[src/rtl/tick_timer_pkg.sv]
package tick_timer_pkg;

    typedef enum logic [1:0] {
        DV_IDLE = 2'd0,
        DV_SUB  = 2'd1,
        DV_LONG = 2'd2,
        DV_DONE = 2'd3
    } dv_state_e;

endpackage

[src/rtl/tick_free_counter.sv]
module tick_free_counter #(
    parameter int unsigned CNT_W = 64,
    parameter int unsigned OUT_W = 32
) (
    input  logic             clk_i,
    input  logic             rst_ni,
    output logic [OUT_W-1:0] cnt_lo_o
);

    logic [CNT_W-1:0] cnt_d, cnt_q;

    always_comb begin
        cnt_d = cnt_q + CNT_W'(1);
    end

    always_ff @(posedge clk_i) begin
        if (!rst_ni) cnt_q <= '0;
        else         cnt_q <= cnt_d;
    end

    assign cnt_lo_o = cnt_q[OUT_W-1:0];

    // The visible low half advances by exactly one per cycle.
    assert_count_step_R1: assert property (@(posedge clk_i) disable iff (!rst_ni)
        1'b1 |=> cnt_lo_o == $past(cnt_lo_o) + OUT_W'(1));

endmodule

[src/rtl/tick_divider.sv]
module tick_divider
    import tick_timer_pkg::*;
#(
    parameter int unsigned W      = 32,
    parameter int unsigned SUB_SH = 5
) (
    input  logic         clk_i,
    input  logic         rst_ni,
    input  logic         start_i,
    input  logic [W-1:0] dvd_i,
    input  logic [W-1:0] dvs_i,
    output logic         busy_o,
    output logic         done_o,
    output logic [W-1:0] quo_o,
    output logic [W-1:0] rem_o
);

    localparam int unsigned SW      = $clog2(W + 1);
    localparam int unsigned SUB_MAX = (1 << SUB_SH) + 1;

    typedef struct packed {
        dv_state_e     st;
        logic [W-1:0]  rem;
        logic [W-1:0]  quo;
        logic [W-1:0]  dvs;
        logic [SW-1:0] step;
    } dv_t;

    dv_t  dv_d, dv_q;
    logic [W:0] shl;
    logic       fits;

    always_comb begin
        dv_d = dv_q;
        shl  = {dv_q.rem, dv_q.quo[W-1]};
        fits = shl >= {1'b0, dv_q.dvs};
        case (dv_q.st)
            DV_IDLE: begin
                if (start_i) begin
                    dv_d.dvs  = dvs_i;
                    dv_d.step = '0;
                    if ((dvd_i >> SUB_SH) < dvs_i) begin
                        // short gap: a few subtractions are enough
                        dv_d.st  = DV_SUB;
                        dv_d.rem = dvd_i;
                        dv_d.quo = '0;
                    end else begin
                        // long gap: one quotient bit per cycle
                        dv_d.st  = DV_LONG;
                        dv_d.rem = '0;
                        dv_d.quo = dvd_i;
                    end
                end
            end
            DV_SUB: begin
                if (dv_q.rem >= dv_q.dvs) begin
                    dv_d.rem = dv_q.rem - dv_q.dvs;
                    dv_d.quo = dv_q.quo + W'(1);
                end else begin
                    dv_d.st = DV_DONE;
                end
            end
            DV_LONG: begin
                dv_d.rem  = fits ? (shl[W-1:0] - dv_q.dvs) : shl[W-1:0];
                dv_d.quo  = {dv_q.quo[W-2:0], fits};
                dv_d.step = dv_q.step + SW'(1);
                if (dv_q.step == SW'(W - 1)) dv_d.st = DV_DONE;
            end
            default: begin
                dv_d.st = DV_IDLE;
            end
        endcase
    end

    always_ff @(posedge clk_i) begin
        if (!rst_ni) dv_q <= '0;
        else         dv_q <= dv_d;
    end

    assign busy_o = dv_q.st != DV_IDLE;
    assign done_o = dv_q.st == DV_DONE;
    assign quo_o  = dv_q.quo;
    assign rem_o  = dv_q.rem;

    // a finished division leaves a remainder below the divisor.
    assert_rem_below_R10: assert property (@(posedge clk_i) disable iff (!rst_ni)
        done_o && dv_q.dvs != '0 |-> dv_q.rem < dv_q.dvs);

    // the subtraction path is only chosen for small quotients.
    assert_sub_short_R10: assert property (@(posedge clk_i) disable iff (!rst_ni)
        dv_q.st == DV_SUB |-> dv_q.quo <= W'(SUB_MAX));

    // the divider takes no new start while it is working.
    assert_no_restart_R9: assert property (@(posedge clk_i) disable iff (!rst_ni)
        busy_o && !done_o |=> busy_o);

endmodule

[src/rtl/tick_realign.sv]
module tick_realign #(
    parameter int unsigned W        = 32,
    parameter int unsigned SKIP_SH  = 13,
    parameter int unsigned LATE_LIM = 100
) (
    input  logic [W-1:0] now_i,
    input  logic [W-1:0] per_i,
    input  logic [W-1:0] rem_i,
    input  logic [W-1:0] quo_i,
    output logic [W-1:0] next_o,
    output logic [W-1:0] cmp_o,
    output logic [W:0]   ticks_o,
    output logic         late_o
);

    logic [W-1:0] gap;
    logic         skip;

    always_comb begin
        gap     = per_i - rem_i;
        next_o  = now_i + gap;
        skip    = (gap >> SKIP_SH) == '0;
        cmp_o   = skip ? (next_o + per_i) : next_o;
        ticks_o = {1'b0, quo_i} + (W+1)'(1);
        late_o  = ticks_o > (W+1)'(LATE_LIM);
    end

endmodule

[src/rtl/tick_catchup_timer.sv]
module tick_catchup_timer #(
    parameter int unsigned CNT_W    = 64,
    parameter int unsigned CMP_W    = 32,
    parameter int unsigned SUB_SH   = 5,
    parameter int unsigned SKIP_SH  = 13,
    parameter int unsigned LATE_LIM = 100
) (
    input  logic             clk_i,
    input  logic             rst_ni,
    input  logic [CMP_W-1:0] period_i,
    input  logic             irq_en_i,
    input  logic             ack_i,
    output logic             irq_o,
    output logic [CMP_W:0]   ticks_o,
    output logic             ticks_vld_o,
    output logic             busy_o,
    output logic             late_o,
    output logic [CMP_W-1:0] cmp_o
);

    localparam int unsigned TW = CMP_W + 1;

    typedef struct packed {
        logic             run;
        logic             pend;
        logic [CMP_W-1:0] cmp;
        logic [CMP_W-1:0] expct;
        logic [CMP_W-1:0] now;
        logic [CMP_W-1:0] per;
        logic [TW-1:0]    ticks;
        logic             vld;
        logic             late;
    } tt_t;

    tt_t tt_d, tt_q;

    logic [CMP_W-1:0] cnt_lo;
    logic             div_busy, div_done;
    logic [CMP_W-1:0] div_quo, div_rem;
    logic [CMP_W-1:0] ra_next, ra_cmp;
    logic [TW-1:0]    ra_ticks;
    logic             ra_late;
    logic             match, accept;

    tick_free_counter #(.CNT_W(CNT_W), .OUT_W(CMP_W)) u_cnt (
        .clk_i    (clk_i),
        .rst_ni   (rst_ni),
        .cnt_lo_o (cnt_lo)
    );

    tick_divider #(.W(CMP_W), .SUB_SH(SUB_SH)) u_div (
        .clk_i   (clk_i),
        .rst_ni  (rst_ni),
        .start_i (accept),
        .dvd_i   (cnt_lo - tt_q.expct),
        .dvs_i   (period_i),
        .busy_o  (div_busy),
        .done_o  (div_done),
        .quo_o   (div_quo),
        .rem_o   (div_rem)
    );

    tick_realign #(.W(CMP_W), .SKIP_SH(SKIP_SH), .LATE_LIM(LATE_LIM)) u_ra (
        .now_i   (tt_q.now),
        .per_i   (tt_q.per),
        .rem_i   (div_rem),
        .quo_i   (div_quo),
        .next_o  (ra_next),
        .cmp_o   (ra_cmp),
        .ticks_o (ra_ticks),
        .late_o  (ra_late)
    );

    always_comb begin
        tt_d     = tt_q;
        tt_d.vld = 1'b0;
        match    = tt_q.run && (cnt_lo == tt_q.cmp);
        accept   = tt_q.run && tt_q.pend && ack_i && !div_busy;

        if (!tt_q.run) begin
            // first cycle out of reset: arm one period ahead
            tt_d.run   = 1'b1;
            tt_d.cmp   = cnt_lo + period_i;
            tt_d.expct = cnt_lo + period_i;
        end

        if (accept) begin
            tt_d.now = cnt_lo;
            tt_d.per = period_i;
        end

        // a match wins over the clear, so no tick is dropped
        tt_d.pend = match || (tt_q.pend && !accept);

        if (div_done) begin
            tt_d.cmp   = ra_cmp;
            tt_d.expct = ra_next;
            tt_d.ticks = ra_ticks;
            tt_d.late  = ra_late;
            tt_d.vld   = 1'b1;
        end
    end

    always_ff @(posedge clk_i) begin
        if (!rst_ni) tt_q <= '0;
        else         tt_q <= tt_d;
    end

    assign irq_o       = tt_q.pend && irq_en_i;
    assign ticks_o     = tt_q.ticks;
    assign ticks_vld_o = tt_q.vld;
    assign busy_o      = div_busy;
    assign late_o      = tt_q.late;
    assign cmp_o       = tt_q.cmp;

    assert_match_sets_R2: assert property (@(posedge clk_i) disable iff (!rst_ni)
        tt_q.run && cnt_lo == tt_q.cmp |=> tt_q.pend);

    assert_pend_hold_R3: assert property (@(posedge clk_i) disable iff (!rst_ni)
        tt_q.pend && !(ack_i && !busy_o) |=> tt_q.pend);

    assert_ack_noeffect_R4: assert property (@(posedge clk_i) disable iff (!rst_ni)
        tt_q.run && ack_i && !tt_q.pend && !busy_o |=> !busy_o);

    assert_cmp_ahead_R7: assert property (@(posedge clk_i) disable iff (!rst_ni)
        ticks_vld_o && tt_q.per > CMP_W'(CMP_W + 4)
        |-> (cmp_o - cnt_lo) != '0 && !(cmp_o - cnt_lo >= (CMP_W'(1) << (CMP_W - 1))));

    assert_vld_pulse_R9: assert property (@(posedge clk_i) disable iff (!rst_ni)
        ticks_vld_o |=> !ticks_vld_o);

    assert_vld_idle_R9: assert property (@(posedge clk_i) disable iff (!rst_ni)
        ticks_vld_o |-> !busy_o);

endmodule

[config.mk]
export PLATFORM = sky130hd
export DESIGN_NAME = tick_catchup_timer
export DESIGN_NICKNAME = d
export VERILOG_FILES = /design/src/rtl/tick_timer_pkg.sv /design/src/rtl/tick_free_counter.sv /design/src/rtl/tick_divider.sv /design/src/rtl/tick_realign.sv /design/src/rtl/tick_catchup_timer.sv
export SDC_FILE = /design/constraint.sdc
export NUM_CORES = 1
export LEC_CHECK = 0
export BUFFER_PORTS_ARGS = -buffer_cell sky130_fd_sc_hd__buf_2
export CAP_MARGIN = 20
export CELL_PAD_IN_SITES_DETAIL_PLACEMENT = 0
export CELL_PAD_IN_SITES_GLOBAL_PLACEMENT = 2
export CORE_ASPECT_RATIO = 1.4
export CORE_MARGIN = 4
export CORE_UTILIZATION = 41
export CTS_BUF_LIST = sky130_fd_sc_hd__clkbuf_8
export CTS_CLUSTER_SIZE = 12
export DETAILED_ROUTE_END_ITERATION = 8
export PLACE_DENSITY = 0.95
export SETUP_SLACK_MARGIN = 0.05
export SLEW_MARGIN = 10
export SYNTH_ARGS = -nofsm -noshare
export SYNTH_HDL_FRONTEND = slang
export SYNTH_SLANG_ARGS = --single-unit
[constraint.sdc]
create_clock -name clk_i -period 10.4 [get_ports clk_i]
set_clock_uncertainty 0.2 [all_clocks]
set_input_delay 2.08 -clock clk_i [delete_from_list [all_inputs] [get_ports clk_i]]
set_output_delay 2.08 -clock clk_i [all_outputs]
set_load 0.005 [all_outputs]
==> reports/qor.txt <==
clk sink count -> 269
share of cells above drive strength 1 -> 7.37%
GRT Util Overall -> 28.9%
crit path DAT -> 7.81 ns
post-synthesis xor/xnor area fraction -> 9.00%
met3 track demand over resource -> 4.03%
Avg Inst Size Synth -> 7.46 um2
setup TNS -> 0 ns
worst min-delay path startpoint -> tt_q[91]
R2R Path End -> cmp_o[31]
die area -> 66,000 um2
Synthesized Nets -> 3,704
flop2flop setup slack -> 2.91 ns
first-pass GRT wire length -> 148,000 um
antenna violations before repair -> 2
Leakage -> 11.7 nW
area grow syn2layout -> 6.54%
Critical Path Start Type -> flop
Hold Path Class -> reg -> reg
MaxCap Viol Count -> 0
# rows -> 107
RSZ-0062 raised after global routing -> no
Yosys top cell area share -> 21.2%
critical path's most frequent cell -> a21oi_1
crit path max fanout -> 5
CTS tree -> yes
VDD IR max -> 0.0790 mV
Synth area leaders -> dfxtp_1, ha_1, a21oi_1
adder-cell share of the synthesized area -> 13.1%
M2 GR Usage -> 50.5%
largest family of logic cells by synthesized area -> compound AO/OA/AOI/OAI gates
Worst-Skew Late Latency -> 0.67 ns
sequential share of the synthesized area -> 21.2%
most frequent cells in the layout -> nand2_1, a21oi_1, nor2_1, dfxtp_1, ha_1
Fmax -> 0.133 GHz
Worst-path clk slew -> 0.06 ns
Nets -> 3,658
yosys warns -> 0
largest net degree at the start of global routing -> 145
total power -> 2.52 mW
detailed-router iteration count before antenna repair -> 8
RePlAce Congestion -> 0.972
clk buf depth -> 3
overall die height -> 302 um
P_sw -> 801 uW
# H-tree levels -> 2
ys flop type -> dfxtp_1
Seq pwr share -> 42.4%
placed insts -> 4,125
Post-Synth Simple-Gate Area -> 18.8%
met1 Resource Use GR -> 35.1%
Worst path slowest cell -> o41ai_1
Compound-Gate Fraction of Synth Area -> 28.9%
outcome -> complete, no violations
Post-Synthesis Cell Area -> 25,400 um2
gr ovfl total -> 0
worst hold path cell count -> 2
cell area power density -> 93.1 nW/um2
Async S/R FF share, synth -> 0%
EDFF count, synth -> 0
post-synthesis mux area share -> 1.50%
Tightest Pin Transition -> 1.21 ns
Reg-to-Reg Start -> tt_q[35]
vias in the first global route -> 24,500
CTS buffer count -> 49
synth unique cells -> 87
relative slew slack -> 19.0%
fin. max-slew vios -> 0
I/O Pins -> 105
Root Driver -> clkbuf_8
DP HPWL -> 75,800 um
leading cell type in the layout, fill and taps excluded -> nand2_1
DRC Markers -> 0
Worst Setup Slack, final -> 2.91 ns
Vias -> 25,300
Logic pwr share -> 15.7%
fill count -> 6,510
non-filler cells, final -> 4,212
DRT iter0 DRCs -> 1,933
Post-Place Setup Slack -> 2.98 ns
Setup crit start -> tt_q[35]
slowest stage delay, CP -> 0.72 ns
DIE WIDTH -> 218 um
vias per inst -> 6.00
Post-CTS Resized -> 0
CP Capture Type -> flop
Tcrit/Tclk final -> 72.0%
post-synth top area cell -> dfxtp_1
number of synthesized register bits -> 269
Post-CTS Hold Buffers -> 0
Starting Density -> 41.6%
Setup Viol. Count Final -> 0
Routed Antenna Nets -> 0
part of the power in the clock network -> 41.9%
kind of critical path -> reg -> reg
Port Buffers -> 104
post-CTS setup buffer count -> 0
min Tclk post-route -> 7.49 ns
P_int -> 1.72 mW
r2r worst-path depth -> 30
sw frac -> 31.8%
final hold vios -> 0
grt peak-use layer -> met2
Worst EP required -> 10.72 ns
synthesized netlist cell count -> 3,406
total wire length -> 98,600 um
drt wl/cell -> 23.4 um
core area -> 61,000 um2
Hold Path End -> tt_q[91]
## metal layers
layer	share of wire, %	wire, um	up-vias
met3	5.3	5180	252
met2	48	47300	832
met4	5.6	5490	0
li1	-	-	12200
met5	0	0	-
met1	41	40600	12000
## state kept, by name, summed over array words and instances, names as in the netlist
signal / count
u_div.dv_q: 8
u_div.quo_o: 32
u_div.rem_o: 32
cmp_o: 32
tt_q: 98
ticks_o: 33
late_o: 1
u_cnt.cnt_q: 32
ticks_vld_o: 1
## cell usage after synthesis (all sizes together) (8+ instances only)
library cell,count
a211o,10
a211oi,98
a21boi,14
a21o,121
a21oi,321
a221oi,36
a22o,11
a22oi,44
a311oi,14
a31oi,34
a41oi,9
and2,25
and3,46
and4,12
buf,107
clkbuf,125
dfxtp,269
ha,255
inv,190
mux2i,38
nand2,332
nand2b,28
nand3,89
nand4,46
nor2,292
nor2b,28
nor3,57
nor4,17
o211ai,26
o21a,32
o21ai,214
o21bai,23
o22ai,20
o311ai,8
o31ai,15
o41ai,8
or3,27
xnor2,166
xor2,95
## logic make-up (layout without fill, tap and decap cells)
group | after synthesis | in the layout
fa+ha+maj | 262 | 262
flops | 269 | 269
buf+inv | 425 | 413
simple gates | 1027 | 1027
other cells | 0 | 1
compound gates | 1124 | 1124
mux | 38 | 38
xor+xnor | 261 | 261
## worst max-delay path by stage
stage,endpoint
2_1_floorplan,cmp_o[30]
3_3_place_gp,u_div.rem_o[14]
3_5_place_dp,cmp_o[31]
4_1_cts,cmp_o[31]
5_1_grt,cmp_o[31]
6_report,cmp_o[31]
## layout make-up
class / count / area, um2 / area share (%)
tap: 817 / 1020 / 3.78
timing repair buffer: 135 / 762 / 2.82
clock buffer: 59 / 812 / 3.00
sequential: 269 / 5390 / 19.9
multi-input combinational: 2712 / 18200 / 67.2
clock inverter: 26 / 160 / 0.592
inverter: 193 / 729 / 2.70
antenna: 1 / 2.50 / 0.00925
## worst max-delay path, delay by kind of cell, from the launching register on
kind                       cells  cell delay [ns]
and+or+nand+nor                8             1.63
AOI/OAI and AO/OA             12             2.90
adders and majority gates      4             1.26
muxes                          1             0.23
DFF                            1             0.36
xor gates and xnor gates       3             0.62
buffers and inverters          2             0.15
## power by group through the flow
| stage | Clock (mW) | Sequential (mW) | Combinational, mW |
|---|---|---|---|
| 2_1_floorplan | 0 | 1.08 | 0.247 |
| 3_5_place_dp | 0 | 1.09 | 0.386 |
| 4_1_cts | 1.08 | 1.07 | 0.388 |
| 6_report | 1.06 | 1.07 | 0.396 |
| 3_3_place_gp | 0 | 1.09 | 0.386 |
| 5_1_grt | 1.11 | 1.07 | 0.420 |
## stage by stage
step | cell area, um2 | hold WS [ns] | utilization, %
after floorplan | 25400 | 0.230 | -
final | 27100 | 0.262 | 44.3
after detailed placement | 26100 | 0.253 | 42.7
after CTS | 27000 | 0.263 | 44.3
after global routing | 27100 | 0.287 | 44.3
after global placement | 26100 | 0.243 | 42.7
(Power assumes the default switching activity.)
